--- src/rtl/startgap_rotator.sv ---
`timescale 1ns/1ps
module startgap_rotator #(
  parameter int LINES = 8,
  parameter int CNTW  = 4,
  localparam int LAW  = $clog2(LINES),
  localparam int AW   = $clog2(LINES + 1)
) (
  input  logic            clk,
  input  logic            rst_n,
  input  logic [CNTW-1:0] interval,
  input  logic            req_valid,
  input  logic            req_write,
  input  logic [LAW-1:0]  req_la,
  output logic            req_ready,
  output logic [AW-1:0]   req_pa,
  output logic            mv_valid,
  output logic [AW-1:0]   mv_src,
  output logic [AW-1:0]   mv_dst,
  input  logic            mv_ack
);

  logic [LAW-1:0]  start_q;
  logic [AW-1:0]   gap_q;
  logic [CNTW-1:0] wcnt_q;

  wire [LAW:0] sum  = {1'b0, req_la} + {1'b0, start_q};
  wire [LAW:0] rot  = (sum >= (LAW+1)'(LINES)) ? sum - (LAW+1)'(LINES) : sum;
  wire [AW-1:0] base = AW'(rot);

  assign req_pa    = base + ((base >= gap_q) ? AW'(1) : AW'(0));
  assign req_ready = !(mv_valid && (req_pa == mv_src || req_pa == mv_dst));

  wire           acc     = req_valid && req_write && req_ready;
  wire [CNTW:0]  cnt_nx  = {1'b0, wcnt_q} + {{CNTW{1'b0}}, acc};
  wire [CNTW-1:0] cnt_sat = cnt_nx[CNTW] ? '1 : cnt_nx[CNTW-1:0];
  wire           issue   = !mv_valid && (interval != '0) && (cnt_nx >= {1'b0, interval});
  wire           gap_zero = (gap_q == '0);
  wire [LAW-1:0] start_inc = (start_q == LAW'(LINES - 1)) ? '0 : start_q + LAW'(1);

  always_ff @(posedge clk) begin
    if (!rst_n) begin
      start_q  <= '0;
      gap_q    <= AW'(LINES);
      wcnt_q   <= '0;
      mv_valid <= 1'b0;
      mv_src   <= '0;
      mv_dst   <= '0;
    end else begin
      wcnt_q <= issue ? '0 : cnt_sat;
      if (issue) begin
        mv_valid <= 1'b1;
        if (gap_zero) begin
          mv_src <= AW'(LINES);
          mv_dst <= '0;
        end else begin
          mv_src <= gap_q - AW'(1);
          mv_dst <= gap_q;
        end
      end else if (mv_valid && mv_ack) begin
        mv_valid <= 1'b0;
        if (gap_zero) begin
          gap_q   <= AW'(LINES);
          start_q <= start_inc;
        end else begin
          gap_q <= gap_q - AW'(1);
        end
      end
    end
  end

endmodule

--- config.mk ---
export PLATFORM = sky130hd
export DESIGN_NAME = startgap_rotator
export DESIGN_NICKNAME = d
export VERILOG_FILES = /design/src/rtl/startgap_rotator.sv
export SDC_FILE = /design/constraint.sdc
export NUM_CORES = 1
export LEC_CHECK = 0
export ABC_AREA = 1
export BUFFER_PORTS_ARGS = -buffer_cell sky130_fd_sc_hd__buf_2
export CAP_MARGIN = 20
export CELL_PAD_IN_SITES_DETAIL_PLACEMENT = 0
export CELL_PAD_IN_SITES_GLOBAL_PLACEMENT = 1
export CORE_ASPECT_RATIO = 0.5
export CORE_MARGIN = 5
export CORE_UTILIZATION = 39
export DETAILED_ROUTE_END_ITERATION = 7
export HOLD_SLACK_MARGIN = 0.06
export PLACE_DENSITY = 0.84
export SKIP_LAST_GASP = 1
export SYNTH_ARGS = -nofsm -noshare
export SYNTH_HDL_FRONTEND = slang
export SYNTH_SLANG_ARGS = --single-unit
--- constraint.sdc ---
create_clock -name clk -period 5.4 [get_ports clk]
set_input_delay 0.27 -clock clk [delete_from_list [all_inputs] [get_ports clk]]
set_output_delay 0.27 -clock clk [all_outputs]
set_load 0.1 [all_outputs]
# [Word level (Yosys, flattened, before mapping)]
# Index checks and enable logic that the tools add are counted.
[totals] register_bits=20 in_bits=12 wordCells=43
[op_classes] addsub=6 magnitude_cmp=3 eq_ne=3 mux=8 bitwise_logic=2 reduce_logical=15
[op_table] cell="4-bit two-way mux" n=4
[op_table] cell="4-bit == test" n=2
[op_table] cell="1-bit logical AND" n=6
[op_table] cell="4-bit by 1-bit adder with 5-bit output" n=1
[op_table] cell="5-bit by 4-bit greater-or-equal comparator with 1-bit output" n=1
[op_table] cell="3-bit by 3-bit adder with 4-bit output" n=1
[op_table] cell="4-bit by 1-bit adder with 4-bit output" n=1
[op_table] cell="4-bit greater-or-equal comparator" n=1
[op_table] cell="4-bit greater-or-equal comparator, second input constant" n=1
[op_table] cell="4-bit zero test" n=1
[op_table] cell="4-bit nonzero test" n=1
[op_table] cell="4-bit by 1-bit subtractor with 4-bit output, second input constant" n=1
[op_table] cell="4-bit subtractor, second input constant" n=1
[op_table] cell="3-bit by 1-bit adder with 3-bit output, second input constant" n=1
[op_table] cell="3-bit == test, second input constant" n=1
[op_table] cell="1-bit two-way mux" n=3
[op_table] cell="3-bit two-way mux" n=1
[op_table] cell="3-bit AND reduction" n=1
[op_table] cell="1-bit zero test" n=2
[op_table] cell="1-bit inverter" n=2
[op_table] cell="2-bit AND reduction" n=1
[op_table] cell="2-bit nonzero test" n=1
[op_table] cell="2-bit OR reduction" n=1
[op_table] cell="1-bit logical OR" n=1

# [Longest topological paths before layout]
# Gate-level depths: netlist of the first run.
[logic_depth] ltp_word=16 mapped_depth=30

# [Least setup slack after synthesis of the first run]
# OpenSTA, ideal clock, no wires.
[synth_timing] path_kind="register to register" from="register start_q[0]" to="register mv_dst[1]" arrival_ns=4.652 setup_slack_ns=0.629 path_stages_with_launch=26 period_less_slack_ns=4.771 cell_sequence="dfxtp_1 ha_1 fa_1 ha_1 inv_1 nor2_1 o211ai_1 nand3_1 ha_1 xnor2_1 nand3_1 nor2_1 nand2_1 nand2_1 a21oi_1 ha_1 ha_1 xor2_1 ha_1 a21oi_1 o21ai_1 nand2_2 nand3b_4 buf_6 a21oi_1 nor2_1"
[synth_between] elab_chain_cells=14 elab_cells_between_ends=16
[synth_lines] element="from (decl)" line_no="22" source="logic [LAW-1:0] start_q;"
[synth_lines] element="from (signal assigned)" line_no="63" source="start_q <= start_inc;"
[synth_lines] element="3-bit by 3-bit adder with 4-bit output (*)" line_no="26" source="wire [LAW:0] sum = {1'b0, req_la} + {1'b0, start_q};"
[synth_lines] element="4-bit subtractor / 4-bit greater-or-equal comparator (equally long branches)" line_no="27" source="wire [LAW:0] rot = (sum >= (LAW+1)'(LINES)) ? sum - (LAW+1)'(LINES) : sum;"
[synth_lines] element="4-bit two-way mux (*)" line_no="27"
[synth_lines] element="4-bit greater-or-equal comparator" line_no="30" source="assign req_pa = base + ((base >= gap_q) ? AW'(1) : AW'(0));"
[synth_lines] element="1-bit two-way mux" line_no="30"
[synth_lines] element="4-bit by 1-bit adder with 4-bit output (*)" line_no="30"
[synth_lines] element="named net req_pa[0]" line_no="15" source="output logic [AW-1:0] req_pa,"
[synth_lines] element="4-bit == test" line_no="31" source="assign req_ready = !(mv_valid && (req_pa == mv_src || req_pa == mv_dst));"
[synth_lines] element="1-bit logical OR (*)" line_no="31"
[synth_lines] element="1-bit logical AND (*)" line_no="31"
[synth_lines] element="1-bit zero test (*)" line_no="31"
[synth_lines] element="1-bit logical AND (*)" line_no="33" source="wire acc = req_valid && req_write && req_ready;"
[synth_lines] element="4-bit by 1-bit adder with 5-bit output (*)" line_no="34" source="wire [CNTW:0] cnt_nx = {1'b0, wcnt_q} + {{CNTW{1'b0}}, acc};"
[synth_lines] element="5-bit by 4-bit greater-or-equal comparator with 1-bit output (*)" line_no="36" source="wire issue = !mv_valid && (interval != '0) && (cnt_nx >= {1'b0, interval});"
[synth_lines] element="1-bit logical AND (*)" line_no="36"
[synth_lines] element="to (signal assigned)" line_no="57" source="mv_dst <= gap_q;"
[synth_lines] element="to (decl)" line_no="18" source="output logic [AW-1:0] mv_dst,"
# Mark *: on every way through the listed nets, which the timed path passes. The rest lies on a longest branch.
# A chain may end at the register's enable or synchronous reset.

# [Worst setup path in the final report of the first run]
[layout_timing] from="register start_q[0]" to="register wcnt_q[1]"
[layout_between] elab_chain_cells=15 elab_cells_between_ends=18
[layout_lines] element="3-bit by 3-bit adder with 4-bit output (*)" line_no="26"
[layout_lines] element="4-bit subtractor / 4-bit greater-or-equal comparator (equally long branches)" line_no="27"
[layout_lines] element="4-bit two-way mux (*)" line_no="27"
[layout_lines] element="4-bit greater-or-equal comparator" line_no="30"
[layout_lines] element="1-bit two-way mux" line_no="30"
[layout_lines] element="4-bit by 1-bit adder with 4-bit output (*)" line_no="30"
[layout_lines] element="4-bit == test" line_no="31"
[layout_lines] element="1-bit logical OR (*)" line_no="31"
[layout_lines] element="1-bit logical AND (*)" line_no="31"
[layout_lines] element="1-bit zero test (*)" line_no="31"
[layout_lines] element="1-bit logical AND (*)" line_no="33"
[layout_lines] element="4-bit by 1-bit adder with 5-bit output (*)" line_no="34"
[layout_lines] element="5-bit by 4-bit greater-or-equal comparator with 1-bit output" line_no="36"
[layout_lines] element="1-bit logical AND" line_no="36"
[layout_lines] element="2-bit OR reduction (no line)"
[layout_lines] element="to (signal assigned)" line_no="49" source="wcnt_q <= issue ? '0 : cnt_sat;"
[layout_lines] element="to (decl)" line_no="24" source="logic [CNTW-1:0] wcnt_q;"
# Every way passes the cells marked *; elsewhere a longest branch is shown, timed or not.

==> results.json, run 1 <==
{
  "status": "finished clean",
  "irDropWorstVdd_mv": 0.101,
  "dieArea_um2": 5060,
  "grt_max_degree": 18,
  "hold_buffers": 0,
  "crit_arrival_ns": 4.79,
  "finalCriticalPeriod_ns": 4.60,
  "grt_pass1_vias": 1188,
  "die_h_um": 52.9,
  "min_to": "mv_valid$_SDFFE_PN0P_",
  "numClockSinks": 20,
  "synth_area_leaders": "dfxtp_1 28%, ha_1 14%, nand2_1 12%",
  "r2r-end": "wcnt_q[1]$_SDFF_PP0_",
  "io_pins": 26,
  "drtIter0Drc": 88,
  "syn_to_final_growth_pct": 14.9,
  "power_frac_seq_pct": 38.2,
  "worstHoldPathType": "in2reg",
  "synth_cell_type_count": 27,
  "avgRoutedWirePerCell_um": 10.9,
  "r2r_start": "start_q[0]$_SDFFE_PN0P_",
  "gp_congestion": 0.806,
  "critical_path.max_fanout": 17,
  "synth_area_um2": 1430,
  "syn-num-nets": 232,
  "fp.coreArea_um2": 3490,
  "crit_type": "reg2reg",
  "portBuffers": 25,
  "start_util_pct": 41.1,
  "critPathLaunchType": "flip-flop",
  "cts_buffers": 3,
  "antenna_left": 0,
  "grt_pass1_wl_um": 5150,
  "leakagePower_nw": 0.871,
  "grt_setup_unrepaired": "no",
  "clk_pin_slew_ns": 0.08,
  "end_kind": "flip-flop",
  "grt_use_total_pct": 13.4,
  "yosys.area.top_type": "dfxtp_1",
  "finish.net_count": 259,
  "finClkSkew_ns": 0.00562,
  "p_switching_mw": 0.168,
  "drc": 0,
  "clock_latency_ns": 0.26,
  "p_per_area_nw_per_um2": 257,
  "synth_top_area_share_pct": 27.9,
  "max_cap_viol_count": 0,
  "cts_resized": 0,
  "switching_share_pct": 39.7,
  "worstRegToRegCells": 25,
  "wirelength_um": 3070,
  "period_share_pct": 85.2,
  "fillers": 384,
  "hpwl_um": 2530,
  "power_frac_clock_pct": 26.8,
  "vias": 1314,
  "avgSynthCellArea_um2": 7.06,
  "ys_warn_count": 0,
  "ys_seq_area_share_pct": 27.9,
  "fin_tns_setup_ns": 0,
  "pwr-share-comb_pct": 35.1,
  "min_from": "mv_ack",
  "post_cts_buffers": 0,
  "syn_inst": 203,
  "regToRegSetupSlack_ns": 0.80,
  "cts_buffer_depth": 2,
  "cts_root_buf": "clkbuf_8",
  "dr.pass1.iters": 4,
  "slew_violations": 0,
  "via_per_inst": 4.69,
  "timing.fmax_mhz": 217,
  "finalSetupViolCount": 0,
  "ys_ff_latch": 20,
  "h-tree-depth": 1,
  "holdPathStages": 4,
  "power_mw": 0.424,
  "cts_tree": "done",
  "required_ns": 5.58,
  "drive_gt1_share_pct": 17.9,
  "rows": 15,
  "antenna_cells": 0,
  "die_x_um": 95.8,
  "p_int_mw": 0.255,
  "grt_antenna_before_repair": 0,
  "finalHoldViolCount": 0,
  "overflow": 0
}
## cell usage after synthesis, drive strengths merged
| master | count |
|---|---|
| clkinv | 2 |
| a31oi | 1 |
| nand3b | 3 |
| nor2 | 19 |
| o211ai | 1 |
| nand2 | 47 |
| buf | 3 |
| o21ai | 9 |
| nand3 | 24 |
| ha | 16 |
| dfxtp | 20 |
| fa | 1 |
| nand4 | 1 |
| inv | 31 |
| xnor2 | 3 |
| o211a | 1 |
| conb | 1 |
| xor2 | 1 |
| a21oi | 19 |
## through the flow
step           area (µm²)  setup WS (ns)  util [%]  hold WS [ns]  instances
2_1_floorplan        1430          0.629         -         0.408        203
3_3_place_gp         1590          0.865      45.6         0.498        276
3_5_place_dp         1590          0.756      45.6         0.510        276
4_1_cts              1650          0.771      47.2         0.294        280
5_1_grt              1650          0.338      47.2         0.293        280
6_report             1650          0.798      47.2         0.293        280
## cells in the final DEF (no fill, tap or decap), drive strengths merged
| cell type | netlist | layout |
|---|---|---|
| a21oi | 19 | 19 |
| a31oi | 1 | 1 |
| buf | 3 | 25 |
| clkbuf | 0 | 4 |
| clkinv | 2 | 2 |
| conb | 1 | 1 |
| dfxtp | 20 | 20 |
| fa | 1 | 1 |
| ha | 16 | 16 |
| inv | 31 | 31 |
| nand2 | 47 | 47 |
| nand3 | 24 | 24 |
| nand3b | 3 | 3 |
| nand4 | 1 | 1 |
| nor2 | 19 | 19 |
| o211a | 1 | 1 |
| o211ai | 1 | 1 |
| o21ai | 9 | 9 |
| xnor2 | 3 | 3 |
| xor2 | 1 | 1 |
## critical path, stage by stage (launching register included)
cell and delay [ns]:
dfxtp_1 0.34, ha_1 0.20, fa_1 0.58, ha_1 0.28
inv_1 0.06, nor2_1 0.03, o211ai_1 0.16, nand3_1 0.13
ha_1 0.36, xnor2_1 0.16, nand3_1 0.10, nor2_1 0.11
nand2_1 0.05, nand2_1 0.11, a21oi_1 0.08, ha_1 0.21
ha_1 0.20, xor2_1 0.21, ha_1 0.28, a21oi_1 0.12
o21ai_1 0.09, nand2_2 0.08, nand3b_4 0.18, nand2_1 0.14
nand2_1 0.11, a21oi_1 0.14
## routing by layer
layer / GRT usage, % / part of all wire (%)
met1: 17.8 / 54
met2: 21.3 / 42
met3: 3.69 / 3.5
met4: 3.54 / 0.39
met5: 0 / 0
## final cells by class
class                           count  area, µm²  area share, %
Timing Repair Buffer               25        125           7.59
Inverter                           33        126           7.67
Sequential cell                    20        400           24.3
Tap cell                           51       63.8           3.87
Multi-Input combinational cell    147        877           53.2
Clock buffer                        4       55.1           3.34
## cell families after synthesis
group | after synthesis | synth area share [%]
xor gates and xnor gates | 4 | 2.44
other | 1 | 0.262
adders and majority gates | 17 | 15.4
buffers and inverters | 36 | 10.9
DFF | 20 | 27.9
and+or+nand+nor | 94 | 30.6
AOI/OAI and AO/OA | 31 | 12.5
## sequential cells by signal, summed over array words and instances (netlist names)
name,flops
gap_q,4
start_q,3
mv_dst,4
mv_valid,1
mv_src,4
wcnt_q,4
## worst max-delay path by stage
stage / from / endpoint / slack, ns
global route: start_q[0]$_SDFFE_PN0P_ / wcnt_q[1]$_SDFF_PP0_ / 0.34
finish: start_q[0]$_SDFFE_PN0P_ / wcnt_q[1]$_SDFF_PP0_ / 0.80
CTS: start_q[0]$_SDFFE_PN0P_ / wcnt_q[1]$_SDFF_PP0_ / 0.77
detailed placement: req_la[0] / wcnt_q[1]$_SDFF_PP0_ / 0.76
global placement: req_la[0] / wcnt_q[1]$_SDFF_PP0_ / 0.86
floorplan: start_q[0]$_SDFFE_PN0P_ / mv_dst[1]$_SDFFE_PN0P_ / 0.63
## power groups by stage
| stage | combinational (mW) | clock (mW) | sequential, mW |
|---|---|---|---|
| floorplan | 0.0908 | 0 | 0.199 |
| global placement | 0.148 | 0 | 0.165 |
| detailed placement | 0.150 | 0 | 0.165 |
| CTS | 0.150 | 0.118 | 0.162 |
| global route | 0.163 | 0.127 | 0.163 |
| finish | 0.149 | 0.114 | 0.162 |
(Power assumes the default switching activity.)
==> inputs of run 2 (changes only) <==
--- a/config.mk
+++ b/config.mk
@@ -14,8 +14,9 @@
 export CORE_MARGIN = 5
 export CORE_UTILIZATION = 39
 export DETAILED_ROUTE_END_ITERATION = 7
+export GPL_ROUTABILITY_DRIVEN = 0
 export HOLD_SLACK_MARGIN = 0.06
-export PLACE_DENSITY = 0.84
+export PLACE_DENSITY = 0.87
 export SKIP_LAST_GASP = 1
 export SYNTH_ARGS = -nofsm -noshare
 export SYNTH_HDL_FRONTEND = slang
==> run 2 against run 1 <==
Against the previous run:
- clock-buffer cell count shrank 1
- wire length shrank 0.98%
- worst setup slack gained 0.078 ns
- maximum frequency grew 1.7%
- highest routed layer unchanged
- utilization grew 0.47 points
- hold slack gained 0.013 ns
- first-iteration DRC count grew 18%
- register-to-register slack gained 0.08 ns
- flip-flop and latch count is the same
==> results.json, run 2 (synthesized netlist as in run 1, its figures left out) <==
{
  "r2r_start": "start_q[0]$_SDFFE_PN0P_",
  "h-tree-depth": 1,
  "cts_root_buf": "clkbuf_8",
  "antenna_cells": 0,
  "grt_antenna_before_repair": 0,
  "hold_buffers": 0,
  "cts_buffer_depth": 2,
  "overflow": 0,
  "worstRegToRegCells": 25,
  "startpoint": "start_q[0]$_SDFFE_PN0P_",
  "timing.fmax_mhz": 221,
  "regToRegSetupSlack_ns": 0.88,
  "io_pins": 26,
  "hpwl_um": 2560,
  "fin_tns_setup_ns": 0,
  "leakagePower_nw": 0.878,
  "syn_to_final_growth_pct": 16.1,
  "numClockSinks": 20,
  "finalSetupViolCount": 0,
  "p_per_area_nw_per_um2": 275,
  "finClkSkew_ns": 0.00621,
  "via_per_inst": 4.67,
  "endpoint": "wcnt_q[0]$_SDFF_PP0_",
  "finish.net_count": 259,
  "layout_commonest_cell": "nand2_1",
  "period_share_pct": 83.8,
  "final_cell_mix": "45 x nand2_1, 29 x inv_1, 25 x buf_2",
  "wirelength_um": 3040,
  "rows": 15,
  "irDropWorstVdd_mv": 0.140,
  "avgRoutedWirePerCell_um": 10.8,
  "grt_pass1_vias": 1223,
  "drive_gt1_share_pct": 17.9,
  "fp.coreArea_um2": 3490,
  "antenna_left": 0,
  "critPathLaunchType": "flip-flop",
  "finalCriticalPeriod_ns": 4.52,
  "finalHoldViolCount": 0,
  "crit_type": "reg2reg",
  "grt_setup_unrepaired": "no",
  "post_cts_buffers": 0,
  "portBuffers": 25,
  "cts_tree": "done",
  "drc": 0,
  "grt_pass1_wl_um": 5330,
  "clock_latency_ns": 0.26,
  "stdcell_count": 280,
  "slew_violations": 0,
  "critical_path.max_fanout": 17,
  "required_ns": 5.59,
  "worstHoldPathType": "in2reg",
  "start_util_pct": 41.1,
  "crit_arrival_ns": 4.71,
  "die_h_um": 52.9,
  "drtIter0Drc": 104,
  "max_cap_viol_count": 0,
  "vias": 1308,
  "holdPathStages": 4,
  "grt_use_total_pct": 13.3,
  "clk_pin_slew_ns": 0.08,
  "status": "finished clean",
  "r2r-end": "wcnt_q[0]$_SDFF_PP0_",
  "die_x_um": 95.8,
  "cts_resized": 0,
  "dieArea_um2": 5060,
  "cts_buffers": 3,
  "grt_max_degree": 18,
  "dr.pass1.iters": 4,
  "dp_cells": 276,
  "end_kind": "flip-flop"
}
## run 2: worst max-delay path, cell delays in order, from the launching register on
cell and delay, ns:
dfxtp_1 0.35, ha_1 0.20, fa_1 0.58, ha_1 0.28
inv_1 0.06, nor2_1 0.03, o211ai_1 0.14, nand3_1 0.13
ha_1 0.35, xnor2_1 0.15, nand3_1 0.09, nor2_1 0.10
nand2_1 0.05, nand2_1 0.11, a21oi_1 0.08, ha_1 0.21
ha_1 0.21, xor2_1 0.20, ha_1 0.28, a21oi_1 0.12
o21ai_1 0.09, nand2_2 0.08, nand3b_4 0.18, nand2_1 0.13
nand2_1 0.11, a21oi_1 0.14
## run 2: worst min path at each step
stage                               to               startpoint  slack (ns)
2_1_floorplan    gap_q[0]$_SDFFE_PN0P_                    rst_n        0.41
6_report         mv_valid$_SDFFE_PN0P_                   mv_ack        0.31
3_3_place_gp   start_q[2]$_SDFFE_PN0P_  start_q[2]$_SDFFE_PN0P_        0.49
4_1_cts          mv_valid$_SDFFE_PN0P_                   mv_ack        0.31
5_1_grt          mv_valid$_SDFFE_PN0P_                   mv_ack        0.32
3_5_place_dp   start_q[2]$_SDFFE_PN0P_  start_q[2]$_SDFFE_PN0P_        0.49
## run 2: metal layers
| metal | vias to the layer above | routed length, µm | global-route usage [%] |
|---|---|---|---|
| met5 | - | 0 | 0 |
| met4 | 0 | 22 | 2.12 |
| met3 | 2 | 103 | 2.56 |
| met2 | 19 | 1340 | 23.4 |
| met1 | 578 | 1570 | 17.4 |
| li1 | 709 | - | - |
## run 2: through the flow
stage          hold WS [ns]  worst slack [ns]  instance area (µm²)  power, mW  util, %
6_report              0.306             0.876                 1660      0.458     47.7
3_3_place_gp          0.491             0.937                 1590      0.312     45.6
3_5_place_dp          0.493             0.827                 1590      0.314     45.6
4_1_cts               0.311             0.839                 1660      0.463     47.7
2_1_floorplan         0.408             0.629                 1430      0.289        -
5_1_grt               0.321             0.397                 1660      0.483     47.7
## run 2: report_power, final
part	internal [mW]	total [mW]	switching, mW
Sequential	0.154	0.162	0.00737
Clock	0.0989	0.148	0.0496
Combinational	0.0362	0.148	0.112
## run 2: final cells by class
cell class	instances	area (µm²)
Clock buffer	3	41.3
Clock inverter	1	30.0
Fill cell	374	1830
Inverter	33	126
Multi-Input combinational cell	147	877
Sequential cell	20	400
Tap cell	51	63.8
Timing Repair Buffer	25	125
==> inputs of run 3 (changes only) <==
==> constraint.sdc (replaced) <==
create_clock -name clk -period 4.7 [get_ports clk]
set_input_delay 0.235 -clock clk [delete_from_list [all_inputs] [get_ports clk]]
set_output_delay 0.235 -clock clk [all_outputs]
set_load 0.1 [all_outputs]
==> run 3 against run 2 <==
Against the previous run:
- first-iteration DRC count fell by 19%
- critical path type unchanged
- total power rose by 18%
- register-to-register slack got worse by 0.53 ns
- sequential power rose by 15%
- final cell count rose by 0.71%
- critical path depth rose by 3
==> results.json, run 3 (synthesized netlist as in run 1, its figures left out) <==
{
  "finish.net_count": 261,
  "drc": 0,
  "grt_antenna_before_repair": 0,
  "irDropWorstVdd_mv": 0.123,
  "leakagePower_nw": 0.889,
  "rows": 15,
  "antenna_left": 0,
  "finalSetupViolCount": 0,
  "cts_buffers": 3,
  "layout_commonest_cell": "nand2_1",
  "end_kind": "flip-flop",
  "drtIter0Drc": 84,
  "cts_root_buf": "clkbuf_8",
  "path_common_cell": "nand2_1",
  "fp.coreArea_um2": 3490,
  "timing.fmax_mhz": 230,
  "vias": 1307,
  "dpl-instance-area_um2": 1600,
  "required_ns": 4.86,
  "overflow": 0,
  "cts_tree": "done",
  "final_cell_mix": "42 x nand2_1, 29 x inv_1, 25 x buf_2",
  "antenna_cells": 0,
  "finClkSkew_ns": 0.00392,
  "wl_met3_um": 122,
  "dr_wl_met2_um": 1340,
  "final_area_um2": 1750,
  "start_util_pct": 41.1,
  "fin_ws_ns": 0.343,
  "drive_gt1_share_pct": 24.2,
  "numClockSinks": 20,
  "crit_type": "reg2reg",
  "wirelength_um": 3090,
  "dr.pass1.iters": 4,
  "syn_to_final_growth_pct": 22.3,
  "avgRoutedWirePerCell_um": 11.0,
  "via_per_inst": 4.63,
  "max_cap_viol_count": 0,
  "drt-met1-wl_um": 1600,
  "dieArea_um2": 5060,
  "hpwl_um": 2490,
  "finalHoldViolCount": 0,
  "clk_pin_slew_ns": 0.08,
  "finalCriticalPeriod_ns": 4.36,
  "place_ws_ns": 0.139,
  "h-tree-depth": 1,
  "fillers": 354,
  "slew_violations": 0,
  "grt_use_total_pct": 13.0,
  "worstHoldPathType": "in2reg",
  "grt_pass1_wl_um": 5060,
  "clock_latency_ns": 0.27,
  "slowest_delay_ns": 0.60,
  "crit_arrival_ns": 4.52,
  "period_share_pct": 92.7,
  "io_pins": 26,
  "dr.max_layer_used": "met4",
  "status": "finished clean",
  "portBuffers": 25,
  "crit_slowest_cell": "fa_2",
  "critical_path.max_fanout": 16,
  "critPathLaunchType": "flip-flop",
  "grt_max_degree": 18,
  "cts_buffer_depth": 2,
  "p_per_area_nw_per_um2": 308,
  "grt_pass1_vias": 1144,
  "die_h_um": 52.9,
  "die_x_um": 95.8
}
-- run 3: cell types whose count changed in the layout (fill, tap and decap cells not counted), sizes merged --
cell,change
buf,+2
-- run 3: per-stage QoR --
step	hold slack, ns	std cells	utilization [%]	setup TNS [ns]	power, mW
2_1_floorplan	0.373	203	-	0	0.333
3_3_place_gp	0.494	276	45.7	0	0.360
3_5_place_dp	0.499	276	45.7	0	0.362
4_1_cts	0.244	280	47.7	0	0.532
5_1_grt	0.257	282	50.3	-0.00489	0.570
6_report	0.241	282	50.3	0	0.540
-- run 3: worst paths after layout --
check	to	slack (ns)	startpoint	cells after the start
worst max register to register	mv_src[2]$_SDFFE_PN0P_	0.34	start_q[0]$_SDFFE_PN0P_	28
worst min register to register	start_q[2]$_SDFFE_PN0P_	0.51	start_q[2]$_SDFFE_PN0P_	2
worst max-delay path	mv_src[2]$_SDFFE_PN0P_	0.34	start_q[0]$_SDFFE_PN0P_	28
worst min-delay path	mv_valid$_SDFFE_PN0P_	0.24	mv_ack	4
-- run 3: power breakdown --
| part | internal, mW | switching (mW) |
|---|---|---|
| Sequential | 0.177 | 0.00876 |
| Combinational | 0.0481 | 0.131 |
| Clock | 0.114 | 0.0602 |
-- run 3: critical path: cells and delay by family (launching register included) --
| kind | cells | cell delay, ns |
|---|---|---|
| adder cells (fa/ha/maj) | 7 | 1.85 |
| flip-flops | 1 | 0.34 |
| XOR/XNOR | 1 | 0.17 |
| buffers and inverters | 3 | 0.30 |
| AND/OR/NAND/NOR | 12 | 0.94 |
| AO/OA/AOI/OAI | 5 | 0.66 |
-- run 3: layout make-up --
class	count	area, µm²	area share [%]
repair buffers	27	153	8.70
clock inverters	1	30.0	1.71
well taps	51	63.8	3.64
multi-input cells	147	938	53.5
inverters	33	126	7.20
flip-flops and latches	20	402	22.9
clock buffers	3	41.3	2.35
-- run 3: timing repair --
item | in CTS | in global routing
setup endpoints to repair | 0 | 13
hold buffers | 0 | 0
buffers inserted | 0 | 2
gates resized for setup | 0 | 14
-- run 3: routing by layer --
layer	GRT usage (%)	up-vias
met5	0	-
met4	2.83	0
met3	3.55	4
met1	17.9	581
li1	-	705
met2	20.3	17
